`src/rtl/upsz_pkg.sv`:
```
package upsz_pkg;
  typedef enum logic [1:0] {
    S_IDLE  = 2'd0,
    S_WDAT  = 2'd1,
    S_FLUSH = 2'd2,
    S_RCMD  = 2'd3
  } upsz_state_t;
endpackage

```
`src/rtl/upsz_gather.sv`:
```
module upsz_gather #(
  parameter int UW = 8,
  parameter int NW = 32,
  parameter int AW = 10
) (
  input  logic                          clk,
  input  logic                          rst,
  input  logic                          put,
  input  logic [$clog2(NW/UW)-1:0]      put_lane,
  input  logic [AW-$clog2(NW/UW)-1:0]   put_naddr,
  input  logic [UW-1:0]                 put_data,
  input  logic [UW/8-1:0]               put_be,
  input  logic                          clr,
  output logic                          hold,
  output logic [AW-$clog2(NW/UW)-1:0]   naddr,
  output logic [NW-1:0]                 data,
  output logic [NW/8-1:0]               be,
  output logic                          last_fill
);
  localparam int RATIO = NW / UW;
  localparam int LB    = $clog2(RATIO);
  localparam int UBE   = UW / 8;

  logic [RATIO-1:0] mask;

  assign last_fill = &(mask | (RATIO'(1) << put_lane));

  always_ff @(posedge clk) begin
    if (rst) begin
      hold  <= 1'b0;
      mask  <= '0;
      naddr <= '0;
      data  <= '0;
      be    <= '0;
    end else if (clr) begin
      hold <= 1'b0;
      mask <= '0;
      be   <= '0;
    end else if (put) begin
      hold           <= 1'b1;
      naddr          <= put_naddr;
      mask[put_lane] <= 1'b1;
      for (int l = 0; l < RATIO; l++) begin
        for (int b = 0; b < UBE; b++) begin
          if (put_lane == LB'(l) && put_be[b]) begin
            data[l*UW + b*8 +: 8] <= put_data[b*8 +: 8];
            be[l*UBE + b]         <= 1'b1;
          end
        end
      end
    end
  end


  empty_no_enable_chk: assert property (@(posedge clk) disable iff (rst)
    clr |=> (be == '0));
endmodule

```
`src/rtl/upsz_rd_ret.sv`:
```
module upsz_rd_ret #(
  parameter int UW    = 8,
  parameter int NW    = 32,
  parameter int DEPTH = 4
) (
  input  logic                      clk,
  input  logic                      rst,
  input  logic                      push,
  input  logic [$clog2(NW/UW)-1:0]  push_lane,
  output logic                      full,
  input  logic                      n_rd_valid,
  output logic                      n_rd_ready,
  input  logic [NW-1:0]             n_rd_data,
  output logic                      u_rd_valid,
  input  logic                      u_rd_ready,
  output logic [UW-1:0]             u_rd_data
);
  localparam int LB = $clog2(NW / UW);
  localparam int PW = (DEPTH > 1) ? $clog2(DEPTH) : 1;
  localparam int CW = $clog2(DEPTH + 1);

  logic [LB-1:0] lanes [DEPTH];
  logic [PW-1:0] wptr, rptr;
  logic [CW-1:0] cnt;
  logic          pop;

  assign full       = (cnt == CW'(DEPTH));
  assign n_rd_ready = !u_rd_valid;
  assign pop        = n_rd_valid && n_rd_ready;

  always_ff @(posedge clk) begin
    if (push) lanes[wptr] <= push_lane;
  end

  always_ff @(posedge clk) begin
    if (rst) begin
      wptr       <= '0;
      rptr       <= '0;
      cnt        <= '0;
      u_rd_valid <= 1'b0;
      u_rd_data  <= '0;
    end else begin
      if (push) wptr <= (wptr == PW'(DEPTH - 1)) ? '0 : wptr + 1'b1;
      if (pop)  rptr <= (rptr == PW'(DEPTH - 1)) ? '0 : rptr + 1'b1;
      if (push && !pop)      cnt <= cnt + 1'b1;
      else if (pop && !push) cnt <= cnt - 1'b1;
      if (pop) begin
        u_rd_valid <= 1'b1;
        u_rd_data  <= n_rd_data[lanes[rptr]*UW +: UW];
      end else if (u_rd_ready) begin
        u_rd_valid <= 1'b0;
      end
    end
  end


  rd_hold_chk: assert property (@(posedge clk) disable iff (rst)
    (u_rd_valid && !u_rd_ready) |=> (u_rd_valid && $stable(u_rd_data)));

  no_orphan_chk: assert property (@(posedge clk) disable iff (rst)
    pop |-> (cnt != '0));

  no_overflow_chk: assert property (@(posedge clk) disable iff (rst)
    push |-> !full);
endmodule

```
`src/rtl/mem_upsize_conv.sv`:
```
module mem_upsize_conv
  import upsz_pkg::*;
#(
  parameter int UW    = 8,
  parameter int NW    = 32,
  parameter int AW    = 10,
  parameter int RDQ   = 4
) (
  input  logic                         clk,
  input  logic                         rst,
  input  logic                         u_cmd_valid,
  output logic                         u_cmd_ready,
  input  logic                         u_cmd_we,
  input  logic [AW-1:0]                u_cmd_addr,
  input  logic                         u_wd_valid,
  output logic                         u_wd_ready,
  input  logic [UW-1:0]                u_wd_data,
  input  logic [UW/8-1:0]              u_wd_be,
  output logic                         u_rd_valid,
  input  logic                         u_rd_ready,
  output logic [UW-1:0]                u_rd_data,
  output logic                         n_cmd_valid,
  input  logic                         n_cmd_ready,
  output logic                         n_cmd_we,
  output logic [AW-$clog2(NW/UW)-1:0]  n_cmd_addr,
  output logic                         n_wd_valid,
  input  logic                         n_wd_ready,
  output logic [NW-1:0]                n_wd_data,
  output logic [NW/8-1:0]              n_wd_be,
  input  logic                         n_rd_valid,
  output logic                         n_rd_ready,
  input  logic [NW-1:0]                n_rd_data
);
  localparam int RATIO = NW / UW;
  localparam int LB    = $clog2(RATIO);
  localparam int NAW   = AW - LB;


  if (NW % UW != 0) begin : g_bad_ratio
    $error("native width must be an integer multiple of user width");
  end
  if (RATIO < 2 || (1 << LB) != RATIO) begin : g_bad_pow
    $error("width ratio must be a power of two of at least 2");
  end
  if (UW % 8 != 0) begin : g_bad_bytes
    $error("user width must be a whole number of bytes");
  end

  upsz_state_t st, after;
  logic [AW-1:0] p_addr;
  logic          c_done, w_done;

  logic          g_hold, g_last, g_put, g_clr, rd_full, rd_push;
  logic [NAW-1:0] g_naddr;
  logic          cmd_hs, ucmd_hs, uwd_hs, nwd_hs;

  assign u_cmd_ready = (st == S_IDLE);
  assign u_wd_ready  = (st == S_WDAT);
  assign n_cmd_valid = ((st == S_FLUSH) && !c_done) || ((st == S_RCMD) && !rd_full);
  assign n_cmd_we    = (st == S_FLUSH);
  assign n_cmd_addr  = (st == S_FLUSH) ? g_naddr : p_addr[AW-1:LB];
  assign n_wd_valid  = (st == S_FLUSH) && !w_done;

  assign ucmd_hs = u_cmd_valid && u_cmd_ready;
  assign uwd_hs  = u_wd_valid && u_wd_ready;
  assign cmd_hs  = n_cmd_valid && n_cmd_ready;
  assign nwd_hs  = n_wd_valid && n_wd_ready;
  assign g_put   = uwd_hs;
  assign g_clr   = (st == S_FLUSH) && (c_done || cmd_hs) && (w_done || nwd_hs);
  assign rd_push = (st == S_RCMD) && cmd_hs;

  always_ff @(posedge clk) begin
    if (rst) begin
      st     <= S_IDLE;
      after  <= S_IDLE;
      p_addr <= '0;
      c_done <= 1'b0;
      w_done <= 1'b0;
    end else begin
      case (st)
        S_IDLE: if (ucmd_hs) begin
          p_addr <= u_cmd_addr;
          if (u_cmd_we) begin
            if (g_hold && g_naddr != u_cmd_addr[AW-1:LB]) begin
              st    <= S_FLUSH;
              after <= S_WDAT;
            end else begin
              st <= S_WDAT;
            end
          end else if (g_hold) begin
            st    <= S_FLUSH;
            after <= S_RCMD;
          end else begin
            st <= S_RCMD;
          end
        end
        S_WDAT: if (uwd_hs) begin
          if (g_last) begin
            st    <= S_FLUSH;
            after <= S_IDLE;
          end else begin
            st <= S_IDLE;
          end
        end
        S_FLUSH: begin
          if (g_clr) begin
            c_done <= 1'b0;
            w_done <= 1'b0;
            st     <= after;
          end else begin
            if (cmd_hs) c_done <= 1'b1;
            if (nwd_hs) w_done <= 1'b1;
          end
        end
        S_RCMD: if (cmd_hs) st <= S_IDLE;
        default: st <= S_IDLE;
      endcase
    end
  end

  upsz_gather #(.UW(UW), .NW(NW), .AW(AW)) u_gather (
    .clk       (clk),
    .rst       (rst),
    .put       (g_put),
    .put_lane  (p_addr[LB-1:0]),
    .put_naddr (p_addr[AW-1:LB]),
    .put_data  (u_wd_data),
    .put_be    (u_wd_be),
    .clr       (g_clr),
    .hold      (g_hold),
    .naddr     (g_naddr),
    .data      (n_wd_data),
    .be        (n_wd_be),
    .last_fill (g_last)
  );

  upsz_rd_ret #(.UW(UW), .NW(NW), .DEPTH(RDQ)) u_rdret (
    .clk        (clk),
    .rst        (rst),
    .push       (rd_push),
    .push_lane  (p_addr[LB-1:0]),
    .full       (rd_full),
    .n_rd_valid (n_rd_valid),
    .n_rd_ready (n_rd_ready),
    .n_rd_data  (n_rd_data),
    .u_rd_valid (u_rd_valid),
    .u_rd_ready (u_rd_ready),
    .u_rd_data  (u_rd_data)
  );


  ncmd_stable_chk: assert property (@(posedge clk) disable iff (rst)
    (n_cmd_valid && !n_cmd_ready) |=> (n_cmd_valid && $stable(n_cmd_addr) && $stable(n_cmd_we)));

  nwd_stable_chk: assert property (@(posedge clk) disable iff (rst)
    (n_wd_valid && !n_wd_ready) |=> (n_wd_valid && $stable(n_wd_data) && $stable(n_wd_be)));

  read_after_flush_chk: assert property (@(posedge clk) disable iff (rst)
    (n_cmd_valid && !n_cmd_we) |-> !g_hold);

  wd_after_cmd_chk: assert property (@(posedge clk) disable iff (rst)
    $rose(u_wd_ready) |-> $past(st == S_FLUSH || ucmd_hs));
endmodule

```
`config.mk`:
```
export PLATFORM = sky130hd
export DESIGN_NAME = mem_upsize_conv
export DESIGN_NICKNAME = d
export VERILOG_FILES = /design/src/rtl/upsz_pkg.sv /design/src/rtl/upsz_gather.sv /design/src/rtl/upsz_rd_ret.sv /design/src/rtl/mem_upsize_conv.sv
export SDC_FILE = /design/constraint.sdc
export NUM_CORES = 1
export LEC_CHECK = 0
export BUFFER_PORTS_ARGS = -buffer_cell sky130_fd_sc_hd__buf_2
export CAP_MARGIN = 20
export CORE_UTILIZATION = 51
export CTS_CLUSTER_SIZE = 12
export DETAILED_ROUTE_END_ITERATION = 7
export PLACE_DENSITY = 0.83
export SLEW_MARGIN = 15
export SYNTH_ARGS = -nofsm -noshare
export SYNTH_HDL_FRONTEND = slang
export SYNTH_SLANG_ARGS = --single-unit
```
`constraint.sdc`:
```
create_clock -name clk -period 3.2 [get_ports clk]
set_clock_uncertainty 0.1 [all_clocks]
set_input_delay 0.48 -clock clk [delete_from_list [all_inputs] [get_ports clk]]
set_output_delay 0.48 -clock clk [all_outputs]
set_load 0.005 [all_outputs]
```
==> run_results.csv, run 1 <==
group,metric,value,unit
clock_tree,htree_levels,3,
place,dpl_cell_area,0.00456,sq mm
floorplanning,die_h,89.9,um
final_layout,antenna_cells,0,
status,status,"finished clean",
global_route,grt_pass1_vias,3318,
routing,avgViaCountPerCell,5.25,
global_route,grt_pass1_wl,15100,um
synth,synth_edf_count,8,
sta,fmaxAchievable,374,MHz
synth,synthFlopType,"dfxtp_1",
sta,tightest_slew,828,ps
sta,rsz0062_at_grt,"false",
sta,setup_ws,529,ps
floorplanning,die_x,89.9,um
routing,route.detailed.drc,0,
sta,min_period_over_period,0.835,
clock_tree,post_cts_buffers,0,
synth,synth_cell_types,42,
sta,finalCriticalPeriod,2670,ps
place,port_buffers,118,
place,placed_cells_incl_taps,635,
worst_setup_path,worstSetupPathType,"flip-flop to flip-flop",
sta,hold_slack,213,ps
clock_tree,cts-resized-gates,0,
sta,setup_viol,0,
routing,drt_pass1_iterations,6,
sta,relSlewSlack,0.445,
clock_tree,cts_root_buffer,"clkbuf_8",
global_route,grtUsageTotal,0.230,
synth,netlist_area,0.00394,sq mm
final_layout,layout.cells.non_filler,651,
worst_setup_path,r2r_setup_slack,530,ps
final_layout,drive_gt1_frac,0.266,
synth,syn_avg_cell_area,9.04,sq um
clock_tree,insertion_delay,350,ps
synth,synth_seq_area_share,0.482,
worst_setup_path,cp-end-kind,"flip-flop",
clock_tree,cts_sinks,91,
global_route,grt_max_degree,36,
place,place.gp.congestion,0.883,
sta,final-hold-violation-count,0,
worst_setup_path,r2r-start,"st[0]",
power_and_ir_drop,vdd_drop_max,0.000521,V
floorplanning,ios,119,
worst_hold_path,whs_path_depth,2,
worst_hold_path,holdPathEnd,"u_rdret.u_rd_valid",
run,drv_cap,0,
clock_tree,cts_tree,"yes",
synth,synthCells,436,
worst_setup_path,cp-start-kind,"flip-flop",
floorplanning,core,0.00737,sq mm
final_layout,final_area,0.00475,sq mm
routing,routedWlPerCell,13.9,um
global_route,grt_use_met3,0.0812,
clock_tree,clkSlewWorstSetupHoldPaths,80,ps
routing,ant_nets,0,
worst_setup_path,required,3370,ps
worst_setup_path,ff2ff_path_depth,8,
place,post-dp-hpwl,6600,um
routing,wl,9040,um
synth,ys_seq_elements,91,
worst_hold_path,hold_class,"input port to flip-flop",
synth,synth_warnings,0,
power_and_ir_drop,leakagePower,2.06,nW
floorplanning,row_count,31,
floorplanning,die-area,0.00809,sq mm
global_route,use_met2,0.385,
worst_setup_path,crit_path_max_fanout,14,
worst_setup_path,r2r-end,"u_rdret.cnt[2]",
routing,route.vias.total,3416,
clock_tree,clk_path_buf_depth,2,
global_route,gr-max-usage-layer,"met2",
power_and_ir_drop,total_power,2.67,mW
synth,syn_nets,503,
global_route,antenna_found_initial,0,
floorplanning,start_util,0.535,
global_route,grt_overflow,0,
sta,tns,0,ps
global_route,grt_use_met1,0.273,
final_layout,finalNetCount,614,
synth,async_reset_ff_frac,0,
final_layout,post-route-util,0.645,
routing,drtIter0Drc,162,
clock_tree,ctsHoldBuffers,0,
clock_tree,tritoncts.num_buffers,9,
place,post-place-ws,562,ps
final_layout,area_growth,20.5,%
worst_setup_path,worst_ep_arrival_time,2840,ps
power_and_ir_drop,power_density,563,mW/mm^2
worst_hold_path,hp-start,"u_rd_ready",
sta,drv_slew,0,
## cell usage in the layout (no fill, tap or decap), drive strengths merged, types with 3 or more instances in the layout
cell      n
buf     123
nand2    91
dfxtp    83
nor2     60
mux2i    44
a21oi    36
inv      11
clkbuf    9
xnor2     8
edfxtp    8
o221ai    8
nor3      7
and2      6
ha        6
o21ai     5
a211oi    5
nand3     4
a31oi     4
nand4     4
clkinv    4
nor2b     3
## critical path: stages, from the launching register on
cell	delay, ps
dfxtp_1	560
nand3_1	190
nor2_1	400
ha_1	270
inv_1	60
fa_1	370
xor2_1	160
or3_1	330
a21oi_1	150
## per-layer routing
metal  wire [um]  vias to the layer above
met5           0                        -
met4         112                        0
met2        4330                      145
li1            -                     1698
met3         850                       11
met1        3750                     1562
## cell families after synthesis
group                    after synthesis  synth area share
AND/OR/NAND/NOR                      183             0.199
flip-flops                            91             0.482
AO/OA/AOI/OAI                         66             0.105
multiplexers                          46             0.123
buffers and inverters                 33            0.0438
XOR/XNOR                              10            0.0222
adder cells (fa/ha/maj)                7            0.0241
## flip-flops by register name, indices dropped and copies added, names as in the netlist, named ones only
signal	cells
u_rdret.u_rd_valid	1
u_rdret.rptr	2
u_gather.be	4
u_gather.hold	1
p_addr	10
u_gather.naddr	8
u_rdret.cnt	3
u_rdret.wptr	2
u_gather.data	32
u_rdret.lanes	8
u_rdret.u_rd_data	8
c_done	1
st	2
u_gather.mask	4
w_done	1
after	2
## Yosys cell counts (all sizes together) (2+ instances only)
| cell | count | area [sq um] |
|---|---|---|
| inv | 10 | 37.5 |
| nand3 | 4 | 20.0 |
| nand2b | 2 | 12.5 |
| mux2i | 44 | 440 |
| clkbuf | 10 | 37.5 |
| o221ai | 8 | 76.3 |
| xnor2 | 8 | 70.1 |
| nand2 | 91 | 344 |
| nor3 | 7 | 55.1 |
| xor2 | 2 | 17.5 |
| a31oi | 4 | 25.0 |
| and2 | 6 | 37.5 |
| edfxtp | 8 | 240 |
| or3 | 2 | 12.5 |
| ha | 6 | 75.1 |
| nor2b | 3 | 18.8 |
| dfxtp | 83 | 1660 |
| a21oi | 36 | 180 |
| a211oi | 5 | 37.5 |
| o21ai | 5 | 25.0 |
| nor2 | 60 | 225 |
| buf | 13 | 97.6 |
| nand4b | 2 | 17.5 |
| mux4 | 2 | 45.0 |
| nand4 | 4 | 25.0 |
## cell type report
cell class	count	area (sq um)
clock inverter	7	67.6
multi-input combinational	312	1870
sequential	91	1900
fill	610	2620
tap	99	124
inverter	10	37.5
clock buffer	9	124
timing repair buffer	123	628
## worst max path at each step
stage / to / startpoint / cells past startpoint
after CTS: u_rdret.cnt[2] / st[0] / 8
after global placement: u_rdret.cnt[2] / n_cmd_ready / 9
after global routing: u_rdret.cnt[2] / st[0] / 8
after floorplan: u_rdret.cnt[2] / st[0] / 9
after detailed placement: u_rdret.cnt[2] / st[0] / 8
final: u_rdret.cnt[2] / st[0] / 8
## report_power, final
group / switching [mW] / leakage, nW / internal (mW) / total (mW)
Combinational: 0.350 / 1.21 / 0.239 / 0.589
Clock: 0.389 / 0.0947 / 0.358 / 0.748
Sequential: 0.0968 / 0.748 / 1.24 / 1.34
No activity file was read; power rests on OpenSTA's default activity.
==> inputs of run 2 (changes only) <==
--- a/config.mk
+++ b/config.mk
@@ -5,12 +5,13 @@
 export SDC_FILE = /design/constraint.sdc
 export NUM_CORES = 1
 export LEC_CHECK = 0
+export ABC_AREA = 1
 export BUFFER_PORTS_ARGS = -buffer_cell sky130_fd_sc_hd__buf_2
 export CAP_MARGIN = 20
-export CORE_UTILIZATION = 51
+export CORE_UTILIZATION = 52
 export CTS_CLUSTER_SIZE = 12
 export DETAILED_ROUTE_END_ITERATION = 7
-export PLACE_DENSITY = 0.83
+export PLACE_DENSITY = 0.84
 export SLEW_MARGIN = 15
 export SYNTH_ARGS = -nofsm -noshare
 export SYNTH_HDL_FRONTEND = slang
==> constraint.sdc (replaced) <==
create_clock -name clk -period 2.8 [get_ports clk]
set_clock_uncertainty 0.1 [all_clocks]
set_input_delay 0.42 -clock clk [delete_from_list [all_inputs] [get_ports clk]]
set_output_delay 0.42 -clock clk [all_outputs]
set_load 0.005 [all_outputs]
==> run_results.csv, run 2 <==
group,metric,value,unit
sta,min_period_over_period,0.797,
sta,setup_viol,0,
floorplanning,die_h,90.4,um
floorplanning,start_util,0.549,
clock_tree,ctsHoldBuffers,0,
sta,final-hold-violation-count,0,
final_layout,final_area,0.00489,sq mm
routing,avgViaCountPerCell,5.09,
worst_hold_path,whs_path_depth,3,
power_and_ir_drop,total_power,3.32,mW
floorplanning,row_count,31,
floorplanning,die-area,0.00818,sq mm
final_layout,finalNetCount,722,
clock_tree,clk_path_buf_depth,2,
clock_tree,cts_root_buffer,"clkbuf_8",
synth,synth_top_area_share,0.408,
place,port_buffers,118,
synth,yosysMostFrequentCell,"nor2_1",
worst_setup_path,ff2ff_path_depth,11,
worst_setup_path,cp-startpoint,"u_rdret.cnt[0]",
worst_setup_path,worst_ep_arrival_time,2380,ps
place,place.gp.congestion,0.818,
worst_setup_path,cp-end-kind,"flip-flop",
clock_tree,cts-resized-gates,0,
sta,tns,0,ps
status,status,"finished clean",
synth,netlist_area,0.00407,sq mm
worst_setup_path,crit_path_max_fanout,8,
power_and_ir_drop,power_density,679,mW/mm^2
clock_tree,insertion_delay,350,ps
synth,synth_cell_types,35,
final_layout,layout_commonest_cell,"nor2_1",
worst_hold_path,holdPathEnd,"p_addr[2]",
final_layout,post-route-util,0.660,
synth,ys_seq_elements,91,
clock_tree,tritoncts.num_buffers,9,
final_layout,fill_cells,648,
place,post-dp-hpwl,6960,um
final_layout,largest_register_ffs,32,
synth,async_reset_ff_frac,0,
synth,synthFlopType,"dfxtp_1",
final_layout,biggestRegsByFlops,"u_gather.data (32), p_addr (10)",
clock_tree,htree_levels,3,
routing,route.vias.total,3862,
sta,finalCriticalPeriod,2230,ps
final_layout,antenna_cells,0,
routing,drt_pass1_iterations,5,
worst_hold_path,hp-start,"u_cmd_addr[2]",
clock_tree,post_cts_buffers,0,
worst_setup_path,r2r_setup_slack,570,ps
global_route,grt_use_met3,0.0488,
synth,synth_top_cells_by_count,"nor2_1, dfxtp_1, o21ai_0, nand2_1, inv_1",
floorplanning,core,0.00741,sq mm
global_route,grtUsageTotal,0.241,
power_and_ir_drop,vdd_drop_max,0.000391,V
final_layout,area_growth,20.2,%
synth,synth_area_leaders,"dfxtp_1, nor2_1, o21ai_0",
synth,yosysTopAreaCell,"dfxtp_1",
floorplanning,die_x,90.4,um
sta,fmaxAchievable,448,MHz
worst_setup_path,worstSetupPathType,"flip-flop to flip-flop",
synth,synth_edf_count,8,
worst_setup_path,cp-start-kind,"flip-flop",
clock_tree,cts_sinks,91,
worst_hold_path,hold_class,"input port to flip-flop",
global_route,grt_use_met1,0.285,
synth,synth_warnings,0,
global_route,grt_pass1_vias,3696,
routing,routedWlPerCell,12.5,um
routing,ant_nets,0,
global_route,grt_max_degree,44,
global_route,grt_pass1_wl,16200,um
synth,syn_avg_cell_area,7.53,sq um
global_route,grt_overflow,0,
synth,synthCells,540,
sta,tightest_slew,558,ps
global_route,antenna_found_initial,0,
sta,drv_slew,0,
global_route,gr-max-usage-layer,"met2",
worst_setup_path,r2r-end,"u_rdret.cnt[1]",
synth,syn_nets,607,
final_layout,largest_register,"u_gather.data",
clock_tree,clkSlewWorstSetupHoldPaths,100,ps
power_and_ir_drop,leakagePower,2.41,nW
worst_setup_path,r2r-start,"u_rdret.cnt[0]",
worst_setup_path,required,2950,ps
final_layout,drive_gt1_frac,0.264,
global_route,use_met2,0.428,
place,dpl_cell_area,0.00471,sq mm
routing,route.detailed.drc,0,
routing,drtIter0Drc,185,
final_layout,final_cell_mix,"nor2_1, buf_2, dfxtp_1",
floorplanning,ios,119,
synth,synth_seq_area_share,0.468,
sta,relSlewSlack,0.628,
run,drv_cap,0,
sta,rsz0062_at_grt,"false",
routing,wl,9510,um
clock_tree,cts_tree,"yes",
run 2: changes by cell type in the layout (fill, tap and decap cells not counted), moves of 12 or more:
cell	previous run	this run
inv_1	10	53
inv_2	0	12
mux2i_1	44	0
nand2_1	90	63
nor2_1	60	130
o21ai_0	5	75
o21ai_1	0	12
run 2: layout make-up:
class	count	area, sq um	area share
Clock inverter	7	57.6	0.0118
Timing Repair Buffer	120	606	0.124
Multi-Input combinational cell	366	1820	0.372
Tap cell	99	124	0.0253
Clock buffer	9	124	0.0253
Inverter	67	255	0.0522
Sequential cell	91	1900	0.389
run 2: how the worst max path moves through the flow:
| stage | end | slack, ps | depth (start not counted) |
|---|---|---|---|
| 2_1_floorplan | u_rdret.cnt[2] | 590 | 15 |
| 3_3_place_gp | u_rdret.cnt[2] | 660 | 14 |
| 3_5_place_dp | u_rdret.cnt[1] | 560 | 11 |
| 4_1_cts | u_rdret.cnt[1] | 550 | 11 |
| 5_1_grt | u_rdret.cnt[1] | 400 | 11 |
| 6_report | u_rdret.cnt[1] | 570 | 11 |
run 2: per-layer routing:
metal	wire, um	vias to the layer above
li1	-	1962
met1	3990	1764
met2	4800	124
met3	612	12
met4	108	0
met5	0	-
run 2: cell families after synthesis:
family | Yosys count | synth area share
xor+xnor | 4 | 0.00861
buf+inv | 83 | 0.0849
fa+ha+maj | 7 | 0.0234
simple gates | 221 | 0.236
flops | 91 | 0.468
compound gates | 134 | 0.180
run 2: report_power, final:
part / switching [mW] / internal (mW)
registers: 0.105 / 1.47
logic: 0.582 / 0.347
clock network: 0.483 / 0.335
run 2: per-stage QoR:
stage,setup slack [ps],hold slack [ps],instances
after global placement,658,344,743
final,568,240,759
after CTS,545,226,759
after detailed placement,562,350,743
after floorplan,594,330,540
after global routing,403,237,759
run 2: worst max-delay path: stages (launching register included):
cell	delay, ps
dfxtp_1	360
nor3_1	350
o22ai_4	110
nand2_2	110
inv_2	50
nand2_4	90
inv_2	50
ha_1	190
inv_1	90
fa_1	410
o21ai_0	160
a21oi_1	60
==> inputs of run 3 (changes only) <==
--- a/config.mk
+++ b/config.mk
@@ -8,10 +8,10 @@
 export ABC_AREA = 1
 export BUFFER_PORTS_ARGS = -buffer_cell sky130_fd_sc_hd__buf_2
 export CAP_MARGIN = 20
-export CORE_UTILIZATION = 52
+export CORE_UTILIZATION = 47
 export CTS_CLUSTER_SIZE = 12
 export DETAILED_ROUTE_END_ITERATION = 7
-export PLACE_DENSITY = 0.84
+export PLACE_DENSITY = 0.8
 export SLEW_MARGIN = 15
 export SYNTH_ARGS = -nofsm -noshare
 export SYNTH_HDL_FRONTEND = slang
==> constraint.sdc (replaced) <==
create_clock -name clk -period 1.9 [get_ports clk]
set_clock_uncertainty 0.1 [all_clocks]
set_input_delay 0.285 -clock clk [delete_from_list [all_inputs] [get_ports clk]]
set_output_delay 0.285 -clock clk [all_outputs]
set_load 0.005 [all_outputs]
==> run_results.csv, run 3 (same netlist as run 2, synthesis figures left out) <==
group,metric,value,unit
status,status,"complete, but fails checks",
status,violations,"setup timing",
global_route,grt_use_met1,0.253,
final_layout,largest_register,"u_gather.data",
worst_setup_path,worstSetupPathType,"flip-flop to flip-flop",
global_route,grt_max_degree,31,
routing,ant_nets,0,
clock_tree,cts_sinks,91,
sta,tightest_slew,604,ps
clock_tree,tritoncts.num_buffers,9,
worst_setup_path,cp-start-kind,"flip-flop",
final_layout,biggestRegsByFlops,"u_gather.data (32), p_addr (10)",
global_route,grt_overflow,0,
clock_tree,clkSlewWorstSetupHoldPaths,90,ps
floorplanning,start_util,0.490,
final_layout,layout_commonest_cell,"nor2_1",
sta,min_period_over_period,1.05,
floorplanning,die_x,95.0,um
clock_tree,clk_path_buf_depth,2,
place,post-dp-hpwl,7370,um
clock_tree,cts_tree,"yes",
routing,drtIter0Drc,98,
final_layout,drive_gt1_frac,0.309,
sta,tns,-199,ps
routing,wl,9850,um
sta,drv_slew,0,
floorplanning,ios,119,
worst_setup_path,cp_slowest_cell,"dfxtp_2",
worst_setup_path,r2r-start,"st[0]",
worst_hold_path,whs_path_depth,3,
worst_setup_path,ff2ff_path_depth,14,
sta,setup_ws,-95.5,ps
global_route,use_met2,0.413,
worst_setup_path,path_buf_inv,4,
routing,route.vias.total,3935,
worst_setup_path,crit_path_max_fanout,3,
run,drv_cap,0,
worst_setup_path,required,2040,ps
final_layout,finalNetCount,747,
final_layout,antenna_cells,0,
clock_tree,ctsHoldBuffers,0,
worst_hold_path,hp-start,"u_cmd_addr[2]",
worst_hold_path,holdPathEnd,"p_addr[2]",
routing,routedWlPerCell,12.5,um
clock_tree,insertion_delay,350,ps
place,port_buffers,118,
clock_tree,htree_levels,3,
final_layout,area_growth,26.9,%
sta,finalCriticalPeriod,2000,ps
final_layout,fill_cells,759,
global_route,grtUsageTotal,0.224,
global_route,grt_use_met3,0.0375,
routing,drt_pass1_iterations,4,
routing,avgViaCountPerCell,4.98,
floorplanning,core,0.00830,sq mm
floorplanning,die_h,95.0,um
global_route,antenna_found_initial,0,
power_and_ir_drop,total_power,5.20,mW
worst_setup_path,r2r-end,"u_rdret.cnt[2]",
sta,fmaxAchievable,501,MHz
power_and_ir_drop,vdd_drop_max,0.000475,V
clock_tree,cts_root_buffer,"clkbuf_8",
global_route,gr-max-usage-layer,"met2",
place,place.gp.congestion,0.808,
sta,hold_slack,98.5,ps
worst_setup_path,r2r_setup_slack,-100,ps
routing,route.detailed.drc,0,
worst_hold_path,hold_class,"input port to flip-flop",
power_and_ir_drop,leakagePower,2.55,nW
floorplanning,row_count,33,
worst_setup_path,cpMostUsedCell,"inv_2",
worst_setup_path,crit_path_cell_trace,"inv_2, nand2_4, o22ai_4, nand2_2, inv_2, nand2_4, inv_4, ha_4, inv_2, fa_2, a21oi_2, o21ai_1, o21ai_1, a21oi_1",
place,post-place-ws,-99.2,ps
sta,relSlewSlack,0.597,
sta,rsz0062_at_grt,"true",
worst_setup_path,worst_ep_arrival_time,2130,ps
floorplanning,die-area,0.00903,sq mm
final_layout,largest_register_ffs,32,
final_layout,final_cell_mix,"nor2_1, buf_2, dfxtp_1",
sta,setup_viol,4,
worst_setup_path,cp_top_family,"compound AO/OA/AOI/OAI gates",
power_and_ir_drop,power_density,1010,mW/mm^2
global_route,grt_pass1_wl,15900,um
global_route,grt_pass1_vias,3731,
worst_setup_path,cp-end-kind,"flip-flop",
sta,final-hold-violation-count,0,
worst_setup_path,slowest_delay,350,ps
## run 3: cell count changes in the layout (fill, tap and decap cells not counted), sizes merged
cell and delta:
clkbuf +1, clkinvlp -1, inv -2, clkinv +2, buf +25
## run 3: layout make-up
type	instances	area, sq um	share of cell area
tap	105	131	0.0255
inverter	67	258	0.0499
sequential	91	1910	0.369
clock buffer	10	149	0.0288
clock inverter	6	46.3	0.00897
timing repair buffer	145	801	0.155
multi-input combinational	366	1870	0.362
## run 3: worst max path at each step
stage,startpoint,endpoint,cells after the start
after floorplan,st[0],u_rdret.cnt[2],15
after global placement,st[1],u_rdret.cnt[2],13
after detailed placement,st[1],u_rdret.cnt[2],13
after CTS,st[0],u_rdret.cnt[2],14
after global routing,st[0],u_rdret.cnt[2],14
final,st[0],u_rdret.cnt[2],14
## run 3: report_power, final
group	switching [mW]	internal, mW	total, mW
registers	0.136	2.17	2.30
clock network	0.695	0.565	1.26
logic	0.950	0.691	1.64
## run 3: routing by layer
metal	part of all wire	wire (um)
met1	0.42	4150
met4	0.016	159
met2	0.51	5050
met5	0	0
met3	0.050	490
## run 3: worst register-to-register path: stages, from the launching register on
cell     delay (ps)
dfxtp_2         350
inv_2            70
nand2_4          50
o22ai_4         150
nand2_2          80
inv_2            70
nand2_4          50
inv_4            60
ha_4            120
inv_2            40
fa_2            350
a21oi_2         120
o21ai_1          90
o21ai_1         130
a21oi_1          50
## run 3: stage by stage
stage               utilization  std cells  instance area, sq um
CTS                       0.618        788                  5130
detailed placement        0.585        764                  4850
finish                    0.622        790                  5160
floorplan                     -        540                  4090
global placement          0.585        764                  4850
global route              0.622        790                  5160
## run 3: repair_timing
| item | 4_1_cts | 5_1_grt |
|---|---|---|
| endpoints found under the hold margin | 0 | 0 |
| pin swaps | 2 | 4 |
| resized for setup | 7 | 5 |
| endpoints found under the setup margin | 2 | 5 |
| setup buffers | 8 | 2 |
